### src/rtl/sram_ctl_pkg.sv
`timescale 1ns/1ps
package sram_ctl_pkg;

   typedef enum logic [2:0] {
      ST_IDLE      = 3'd0,
      ST_RD_ACCESS = 3'd1,
      ST_RD_SAMPLE = 3'd2,
      ST_WR_SETUP  = 3'd3,
      ST_WR_PULSE  = 3'd4,
      ST_WR_RECOV  = 3'd5,
      ST_TURN      = 3'd6
   } ctl_state_e;

   function automatic int unsigned ns_to_cyc(input int unsigned ns, input int unsigned period);
      int unsigned c;
      c = (ns + period - 1) / period;
      return (c == 0) ? 1 : c;
   endfunction

   function automatic int unsigned max_u(input int unsigned a, input int unsigned b);
      return (a > b) ? a : b;
   endfunction

endpackage

### src/rtl/sram_ctl_timer.sv
`timescale 1ns/1ps
module sram_ctl_timer #(
   parameter int unsigned CW = 3
) (
   input  logic          clk,
   input  logic          rst_n,
   input  logic          load,
   input  logic [CW-1:0] load_val,
   output logic          expire
);

   logic [CW-1:0] cnt_q;

   always_ff @(posedge clk) begin
      if (!rst_n)          cnt_q <= '0;
      else if (load)       cnt_q <= load_val;
      else if (cnt_q != 0) cnt_q <= cnt_q - 1'b1;
   end

   assign expire = (cnt_q == '0);

   // an expired timer stays expired until it is reloaded
   a_r4_timer_rest: assert property (@(posedge clk) disable iff (!rst_n)
      (cnt_q == '0 && !load) |=> (cnt_q == '0));

endmodule

### src/rtl/sram_ctl_dpath.sv
`timescale 1ns/1ps
module sram_ctl_dpath #(
   parameter int unsigned AW = 17,
   parameter int unsigned DW = 8
) (
   input  logic          clk,
   input  logic          rst_n,
   input  logic          latch,
   input  logic          capture,
   input  logic [AW-1:0] host_addr,
   input  logic [DW-1:0] host_wdata,
   input  logic [DW-1:0] mem_dq_i,
   output logic [AW-1:0] mem_addr,
   output logic [DW-1:0] mem_dq_o,
   output logic [DW-1:0] host_rdata
);

   always_ff @(posedge clk) begin
      if (!rst_n) begin
         mem_addr <= '0;
         mem_dq_o <= '0;
      end else if (latch) begin
         mem_addr <= host_addr;
         mem_dq_o <= host_wdata;
      end
   end

   always_ff @(posedge clk) begin
      if (!rst_n)       host_rdata <= '0;
      else if (capture) host_rdata <= mem_dq_i;
   end

endmodule

### src/rtl/sram_ctl_fsm.sv
`timescale 1ns/1ps
module sram_ctl_fsm
   import sram_ctl_pkg::*;
#(
   parameter int unsigned CW      = 3,
   parameter int unsigned ACC_CYC = 3,
   parameter int unsigned WP_CYC  = 2,
   parameter int unsigned REC_CYC = 1,
   parameter int unsigned HZ_CYC  = 1
) (
   input  logic          clk,
   input  logic          rst_n,
   input  logic          req,
   input  logic          wr,
   input  logic          tmr_expire,
   output logic          tmr_load,
   output logic [CW-1:0] tmr_val,
   output logic          latch,
   output logic          capture,
   output logic          ce,
   output logic          cs_n,
   output logic          oe_n,
   output logic          we_n,
   output logic          dq_oe,
   output logic          ready
);

   localparam int unsigned SU_CYC = 1;

   ctl_state_e st_q, st_d;

   always_comb begin
      st_d     = st_q;
      tmr_load = 1'b0;
      tmr_val  = '0;
      latch    = 1'b0;
      capture  = 1'b0;
      unique case (st_q)
         ST_IDLE: begin
            if (req && !ready) begin
               latch    = 1'b1;
               tmr_load = 1'b1;
               if (wr) begin
                  st_d    = ST_WR_SETUP;
                  tmr_val = CW'(SU_CYC - 1);
               end else begin
                  st_d    = ST_RD_ACCESS;
                  tmr_val = CW'(ACC_CYC - 1);
               end
            end
         end
         ST_RD_ACCESS: if (tmr_expire) st_d = ST_RD_SAMPLE;
         ST_RD_SAMPLE: begin
            capture  = 1'b1;
            st_d     = ST_TURN;
            tmr_load = 1'b1;
            tmr_val  = CW'(HZ_CYC - 1);
         end
         ST_TURN: if (tmr_expire) st_d = ST_IDLE;
         ST_WR_SETUP: begin
            if (tmr_expire) begin
               st_d     = ST_WR_PULSE;
               tmr_load = 1'b1;
               tmr_val  = CW'(WP_CYC - 1);
            end
         end
         ST_WR_PULSE: begin
            if (tmr_expire) begin
               st_d     = ST_WR_RECOV;
               tmr_load = 1'b1;
               tmr_val  = CW'(REC_CYC - 1);
            end
         end
         ST_WR_RECOV: if (tmr_expire) st_d = ST_IDLE;
         default: st_d = ST_IDLE;
      endcase
   end

   logic sel_d, rd_d, wp_d, drv_d;
   assign sel_d = (st_d == ST_RD_ACCESS) || (st_d == ST_RD_SAMPLE) ||
                  (st_d == ST_WR_SETUP)  || (st_d == ST_WR_PULSE)  ||
                  (st_d == ST_WR_RECOV);
   assign rd_d  = (st_d == ST_RD_ACCESS) || (st_d == ST_RD_SAMPLE);
   assign wp_d  = (st_d == ST_WR_PULSE);
   assign drv_d = (st_d == ST_WR_SETUP) || (st_d == ST_WR_PULSE) || (st_d == ST_WR_RECOV);

   always_ff @(posedge clk) begin
      if (!rst_n) begin
         st_q  <= ST_IDLE;
         ce    <= 1'b0;
         cs_n  <= 1'b1;
         oe_n  <= 1'b1;
         we_n  <= 1'b1;
         dq_oe <= 1'b0;
         ready <= 1'b0;
      end else begin
         st_q  <= st_d;
         ce    <= 1'b1;
         cs_n  <= !sel_d;
         oe_n  <= !rd_d;
         we_n  <= !wp_d;
         dq_oe <= drv_d;
         ready <= (st_q != ST_IDLE) && (st_d == ST_IDLE);
      end
   end

   // checker-side count of write-strobe low cycles
   logic [CW:0] lo_run_q;
   always_ff @(posedge clk) begin
      if (!rst_n)     lo_run_q <= '0;
      else if (!we_n) lo_run_q <= lo_run_q + 1'b1;
      else            lo_run_q <= '0;
   end

   // checker-side count of cycles since output enable was released
   logic [CW+1:0] rel_run_q;
   always_ff @(posedge clk) begin
      if (!rst_n)                          rel_run_q <= '1;
      else if (!oe_n)                      rel_run_q <= '0;
      else if (rel_run_q != '1)            rel_run_q <= rel_run_q + 1'b1;
   end

   a_r2_read_combo: assert property (@(posedge clk) disable iff (!rst_n)
      !oe_n |-> (ce && !cs_n && we_n));

   a_r4_write_select: assert property (@(posedge clk) disable iff (!rst_n)
      !we_n |-> (ce && !cs_n && dq_oe));

   a_r4_pulse_len: assert property (@(posedge clk) disable iff (!rst_n)
      $rose(we_n) |-> (lo_run_q == (CW+1)'(WP_CYC)));

   a_r7_no_overlap: assert property (@(posedge clk) disable iff (!rst_n)
      dq_oe |-> oe_n);

   a_r7_turn_gap: assert property (@(posedge clk) disable iff (!rst_n)
      $rose(dq_oe) |-> (rel_run_q > (CW+2)'(HZ_CYC)));

   a_r8_ready_single: assert property (@(posedge clk) disable iff (!rst_n)
      ready |=> !ready);

   a_r9_idle_quiet: assert property (@(posedge clk) disable iff (!rst_n)
      (st_q == ST_IDLE) |-> (cs_n && oe_n && !dq_oe));

endmodule

### src/rtl/sram_ctl.sv
`timescale 1ns/1ps
module sram_ctl
   import sram_ctl_pkg::*;
#(
   parameter int unsigned AW            = 17,
   parameter int unsigned DW            = 8,
   parameter int unsigned CLK_PERIOD_NS = 10,
   parameter int unsigned T_WP_NS       = 20,
   parameter int unsigned T_DS_NS       = 15,
   parameter int unsigned T_REC_NS      = 5,
   parameter int unsigned T_ACC_NS      = 25,
   parameter int unsigned T_OEA_NS      = 9,
   parameter int unsigned T_HZ_NS       = 10
) (
   input  logic          clk,
   input  logic          rst_n,
   input  logic          host_req,
   input  logic          host_wr,
   input  logic [AW-1:0] host_addr,
   input  logic [DW-1:0] host_wdata,
   output logic          host_ready,
   output logic [DW-1:0] host_rdata,
   output logic [AW-1:0] mem_addr,
   output logic          mem_ce,
   output logic          mem_cs_n,
   output logic          mem_we_n,
   output logic          mem_oe_n,
   output logic [DW-1:0] mem_dq_o,
   output logic          mem_dq_oe,
   input  logic [DW-1:0] mem_dq_i
);

   localparam int unsigned WP_CYC  = max_u(ns_to_cyc(T_WP_NS, CLK_PERIOD_NS),
                                           ns_to_cyc(T_DS_NS, CLK_PERIOD_NS));
   localparam int unsigned REC_CYC = ns_to_cyc(T_REC_NS, CLK_PERIOD_NS);
   localparam int unsigned ACC_CYC = max_u(ns_to_cyc(T_ACC_NS, CLK_PERIOD_NS),
                                           ns_to_cyc(T_OEA_NS, CLK_PERIOD_NS));
   localparam int unsigned HZ_CYC  = ns_to_cyc(T_HZ_NS, CLK_PERIOD_NS);
   localparam int unsigned MAX_CYC = max_u(max_u(WP_CYC, REC_CYC), max_u(ACC_CYC, HZ_CYC));
   localparam int unsigned CW      = (MAX_CYC < 2) ? 1 : $clog2(MAX_CYC);

   if (CLK_PERIOD_NS == 0) begin : g_bad_period
      $error("sram_ctl: clock period must be non-zero");
   end
   if (AW < 1 || DW < 1) begin : g_bad_width
      $error("sram_ctl: bus widths must be non-zero");
   end

   logic          tmr_load, tmr_expire, latch, capture;
   logic [CW-1:0] tmr_val;

   sram_ctl_timer #(.CW(CW)) u_timer (
      .clk      (clk),
      .rst_n    (rst_n),
      .load     (tmr_load),
      .load_val (tmr_val),
      .expire   (tmr_expire)
   );

   sram_ctl_fsm #(
      .CW      (CW),
      .ACC_CYC (ACC_CYC),
      .WP_CYC  (WP_CYC),
      .REC_CYC (REC_CYC),
      .HZ_CYC  (HZ_CYC)
   ) u_fsm (
      .clk        (clk),
      .rst_n      (rst_n),
      .req        (host_req),
      .wr         (host_wr),
      .tmr_expire (tmr_expire),
      .tmr_load   (tmr_load),
      .tmr_val    (tmr_val),
      .latch      (latch),
      .capture    (capture),
      .ce         (mem_ce),
      .cs_n       (mem_cs_n),
      .oe_n       (mem_oe_n),
      .we_n       (mem_we_n),
      .dq_oe      (mem_dq_oe),
      .ready      (host_ready)
   );

   sram_ctl_dpath #(.AW(AW), .DW(DW)) u_dpath (
      .clk        (clk),
      .rst_n      (rst_n),
      .latch      (latch),
      .capture    (capture),
      .host_addr  (host_addr),
      .host_wdata (host_wdata),
      .mem_dq_i   (mem_dq_i),
      .mem_addr   (mem_addr),
      .mem_dq_o   (mem_dq_o),
      .host_rdata (host_rdata)
   );

   a_r5_hold_in_pulse: assert property (@(posedge clk) disable iff (!rst_n)
      (!mem_we_n || $past(!mem_we_n)) |-> ($stable(mem_addr) && $stable(mem_dq_o)));

   a_r5_setup_before_pulse: assert property (@(posedge clk) disable iff (!rst_n)
      $fell(mem_we_n) |-> ($past(mem_dq_oe) && $past(!mem_cs_n)));

endmodule

### config.mk
export PLATFORM = sky130hd
export DESIGN_NAME = sram_ctl
export DESIGN_NICKNAME = d
export VERILOG_FILES = /design/src/rtl/sram_ctl_pkg.sv /design/src/rtl/sram_ctl_timer.sv /design/src/rtl/sram_ctl_dpath.sv /design/src/rtl/sram_ctl_fsm.sv /design/src/rtl/sram_ctl.sv
export SDC_FILE = /design/constraint.sdc
export NUM_CORES = 1
export LEC_CHECK = 0
export CORE_MARGIN = 3
export CORE_UTILIZATION = 65
export CTS_CLUSTER_DIAMETER = 80
export DETAILED_ROUTE_END_ITERATION = 6
export DONT_BUFFER_PORTS = 1
export PLACE_DENSITY_LB_ADDON = 0.25
export REMOVE_ABC_BUFFERS = 1
export SYNTH_ARGS = -nofsm -noshare
export SYNTH_HDL_FRONTEND = slang
export SYNTH_SLANG_ARGS = --single-unit
### constraint.sdc
create_clock -name clk -period 3.9 [get_ports clk]
set_clock_uncertainty 0.1 [all_clocks]
set_input_delay 0.78 -clock clk [delete_from_list [all_inputs] [get_ports clk]]
set_output_delay 0.78 -clock clk [all_outputs]
set_load 0.03 [all_outputs]
==> impl_results.md <==
- Post-synth ARST share: 0
- CTS tree: yes
- Min-Delay Path Depth: 0
- Sequential-to-total area share from yosys stat: 0.483
- Endpoints failing setup: 0
- Reg2reg end: u_fsm.oe_n$_SDFF_PN1_
- CORE AREA: ~0.0026 mm²
- WHS Endpoint: u_fsm.ce$_DFF_P_
- Fin. Hold Viols: 0
- Final WL: 3.44 mm
- Met2 usage: 0.355
- First-pass GRT wire length: ~5.5 mm
- CTS resizes: 0
- CP arrival: about 2.3 ns
- Max FO, Critical Path: 28
- HPWL after detailed placement: 2.38 mm
- Crit-path cells: nand2b_1 -> or4_1 -> nand4_1 -> mux2_2
- Vias post-DR: approximately 1300
- Largest net degree at the start of global routing: 46
- Detailed Route Iter0 Violations: 81
- Worst Setup End Kind: flip-flop
- # hold bufs at CTS: 0
- Buffer count from post-CTS setup fixing: 0
- Clock sinks: 44
- Die Y-Extent: 59.0 µm
- Reg2reg path depth: 4
- Finished Layout Cells: 226
- Initial antenna violation count: 0
- All-layer global routing usage: 0.211
- Placed cell count: about 220
- Clock latency on the worst-skew pair: 0.36 ns
- Post-synth top area share: 0.483
- Slowest CP cell: or4_1
- Warnings, synthesis: 0
- Worst R2R Setup Slack: 1.71 ns
- Synth Area per Inst: 9.13 µm²
- Max IR drop VDD: around 0.62 mV
- H-tree depth: 2
- Main synth FF type: dfxtp_1
- Initial Util: 0.711
- Vias in the first global route: between 1000 and 1500
- Layout cells sized above 1: 0.0714
- Crit path largest cell delay: 0.73 ns
- Tmin final: 2.19 ns
- DRC: 0
- CP required: 4.05 ns
- Post-route clock period utilization: 0.562
- Status: completed
- Clk slew on worst S/H paths: 0.11 ns
- IO buf count: 0
- Post-Synthesis Cells: 200
- Post-synth top area cell: dfxtp_1
- Die width: 59.0 µm
- Root Driver: clkbuf_4
- Die footprint: 0.00348 mm²
- Largest cells by area after synthesis: dfxtp_1 48%, nand2_1 12%, a21boi_0 7.0%
- Setup TNS: 0 ns
- Worst Tran Pin Value: 0.895 ns
- Antenna Nets Post-Route: 0
- Most Crowded Layer GR: met2
- F_max: 456 MHz
- Post-synth EDFFs: 0
- Pwr Density: between 800 and 900 mW/mm²
- CTS max path bufs: 2
- Syn Std Cell Area: 0.00183 mm²
- Hold path startpoint: rst_n
- Final Max Slew Viols: 0
- GRT overflow: 0
- Slew HR: 0.403
- GR Util met3: 0.0784
- Commonest non-fill, non-tap cell in the layout: nand2_1
- N_diodes: 0
- Gpl congestion: 0.827
- Drt pass-1 iters: 4
- RSZ-0062 raised after global routing: false
- Global Route met1 Usage: 0.239
- Via/cell ratio: 5.90
- #FFs+latches synth: 44
- Max Cap Violations: 0
- WL/cell: 15.2 µm
- Most frequent cells in the layout: 58 x nand2_1, 44 x dfxtp_1, 17 x a21boi_0
- WS Path Type: reg2reg
- Area Growth Syn to Fin: 1.17%
- Fill cells: 210
- I/O pins: 76
- TritonCTS buffer count: 5
- R2r startpoint: u_fsm.ready$_SDFF_PN0_
- Layout Nets: 233
- # rows: 18
- Hold Crit Class: in2reg
- Leak: around 0.66 nW
- Distinct cells, synth: 37
- Crit path launch type: flip-flop
worst max-delay path: cells and delay by family, from the launching register on:
family           cells  cell delay (ns)
flip-flops           1             0.55
multiplexers         1             0.31
AND/OR/NAND/NOR      3             1.13
per-layer routing:
metal | up-vias | part of all wire
met2 | 52 | 0.51
met1 | 616 | 0.39
li1 | 658 | -
met5 | - | 0
met3 | 7 | 0.087
met4 | 0 | 0.016
worst max-delay path by stage:
stage / startpoint / end / slack (ns)
floorplan: host_req / u_fsm.oe_n$_SDFF_PN1_ / 1.67
detailed placement: host_req / u_fsm.oe_n$_SDFF_PN1_ / 1.56
CTS: u_fsm.ready$_SDFF_PN0_ / u_fsm.oe_n$_SDFF_PN1_ / 1.70
global route: u_fsm.ready$_SDFF_PN0_ / u_fsm.oe_n$_SDFF_PN1_ / 1.59
global placement: host_req / u_fsm.oe_n$_SDFF_PN1_ / 1.66
finish: u_fsm.ready$_SDFF_PN0_ / u_fsm.oe_n$_SDFF_PN1_ / 1.71
sequential cells by signal (all words and copies together), names as in the netlist, 2 cells and up:
name	count
u_dpath.host_rdata	8
u_dpath.mem_addr	17
u_dpath.mem_dq_o	8
u_timer.cnt_q	2
u_fsm.st_q	3
cells by family after synthesis:
kind of cell               Yosys count  share of synthesized area
and+or+nand+nor                     86                      0.232
DFF                                 44                      0.483
AOI/OAI and AO/OA                   41                      0.162
buffers and inverters               17                     0.0555
muxes                               10                     0.0562
xor gates and xnor gates             1                    0.00480
adders and majority gates            1                    0.00685
report_power, final:
| part | switching [mW] | leakage, nW | internal [mW] | total, mW |
|---|---|---|---|---|
| sequential | 0.295 | 0.360 | 0.565 | 0.860 |
| combinational | 0.275 | 0.269 | 0.203 | 0.478 |
| clock | 0.138 | 0.0315 | 0.0883 | 0.226 |
cell usage after synthesis (all sizes together) (2+ instances only):
cell type / number
nand2: 58
o21ai: 4
a21boi: 26
inv: 4
clkbuf: 4
mux2i: 8
nor2: 3
dfxtp: 44
a21oi: 4
buf: 9
nor4: 2
nor2b: 11
mux2: 2
nand2b: 4
layout make-up:
type / count / area (µm²) / share of cell area
clock inverters: 1 / 7.51 / 0.00407
multi-input cells: 139 / 843 / 0.457
repair buffers: 1 / 7.51 / 0.00407
clock buffers: 7 / 55.1 / 0.0298
flip-flops and latches: 44 / 881 / 0.477
inverters: 4 / 15.0 / 0.00813
well taps: 30 / 37.5 / 0.0203
stage by stage:
step | utilization | hold slack, ns | setup slack (ns) | total power [mW] | area [µm²]
3_3_place_gp | 0.695 | 0.461 | 1.66 | 1.31 | 1780
4_1_cts | 0.719 | 0.326 | 1.70 | 1.58 | 1850
6_report | 0.719 | 0.344 | 1.71 | 1.57 | 1850
5_1_grt | 0.719 | 0.310 | 1.59 | 1.67 | 1850
3_5_place_dp | 0.695 | 0.463 | 1.56 | 1.35 | 1780
2_1_floorplan | - | 0.441 | 1.67 | 1.23 | 1740
Power figures use the tool's default switching activity.
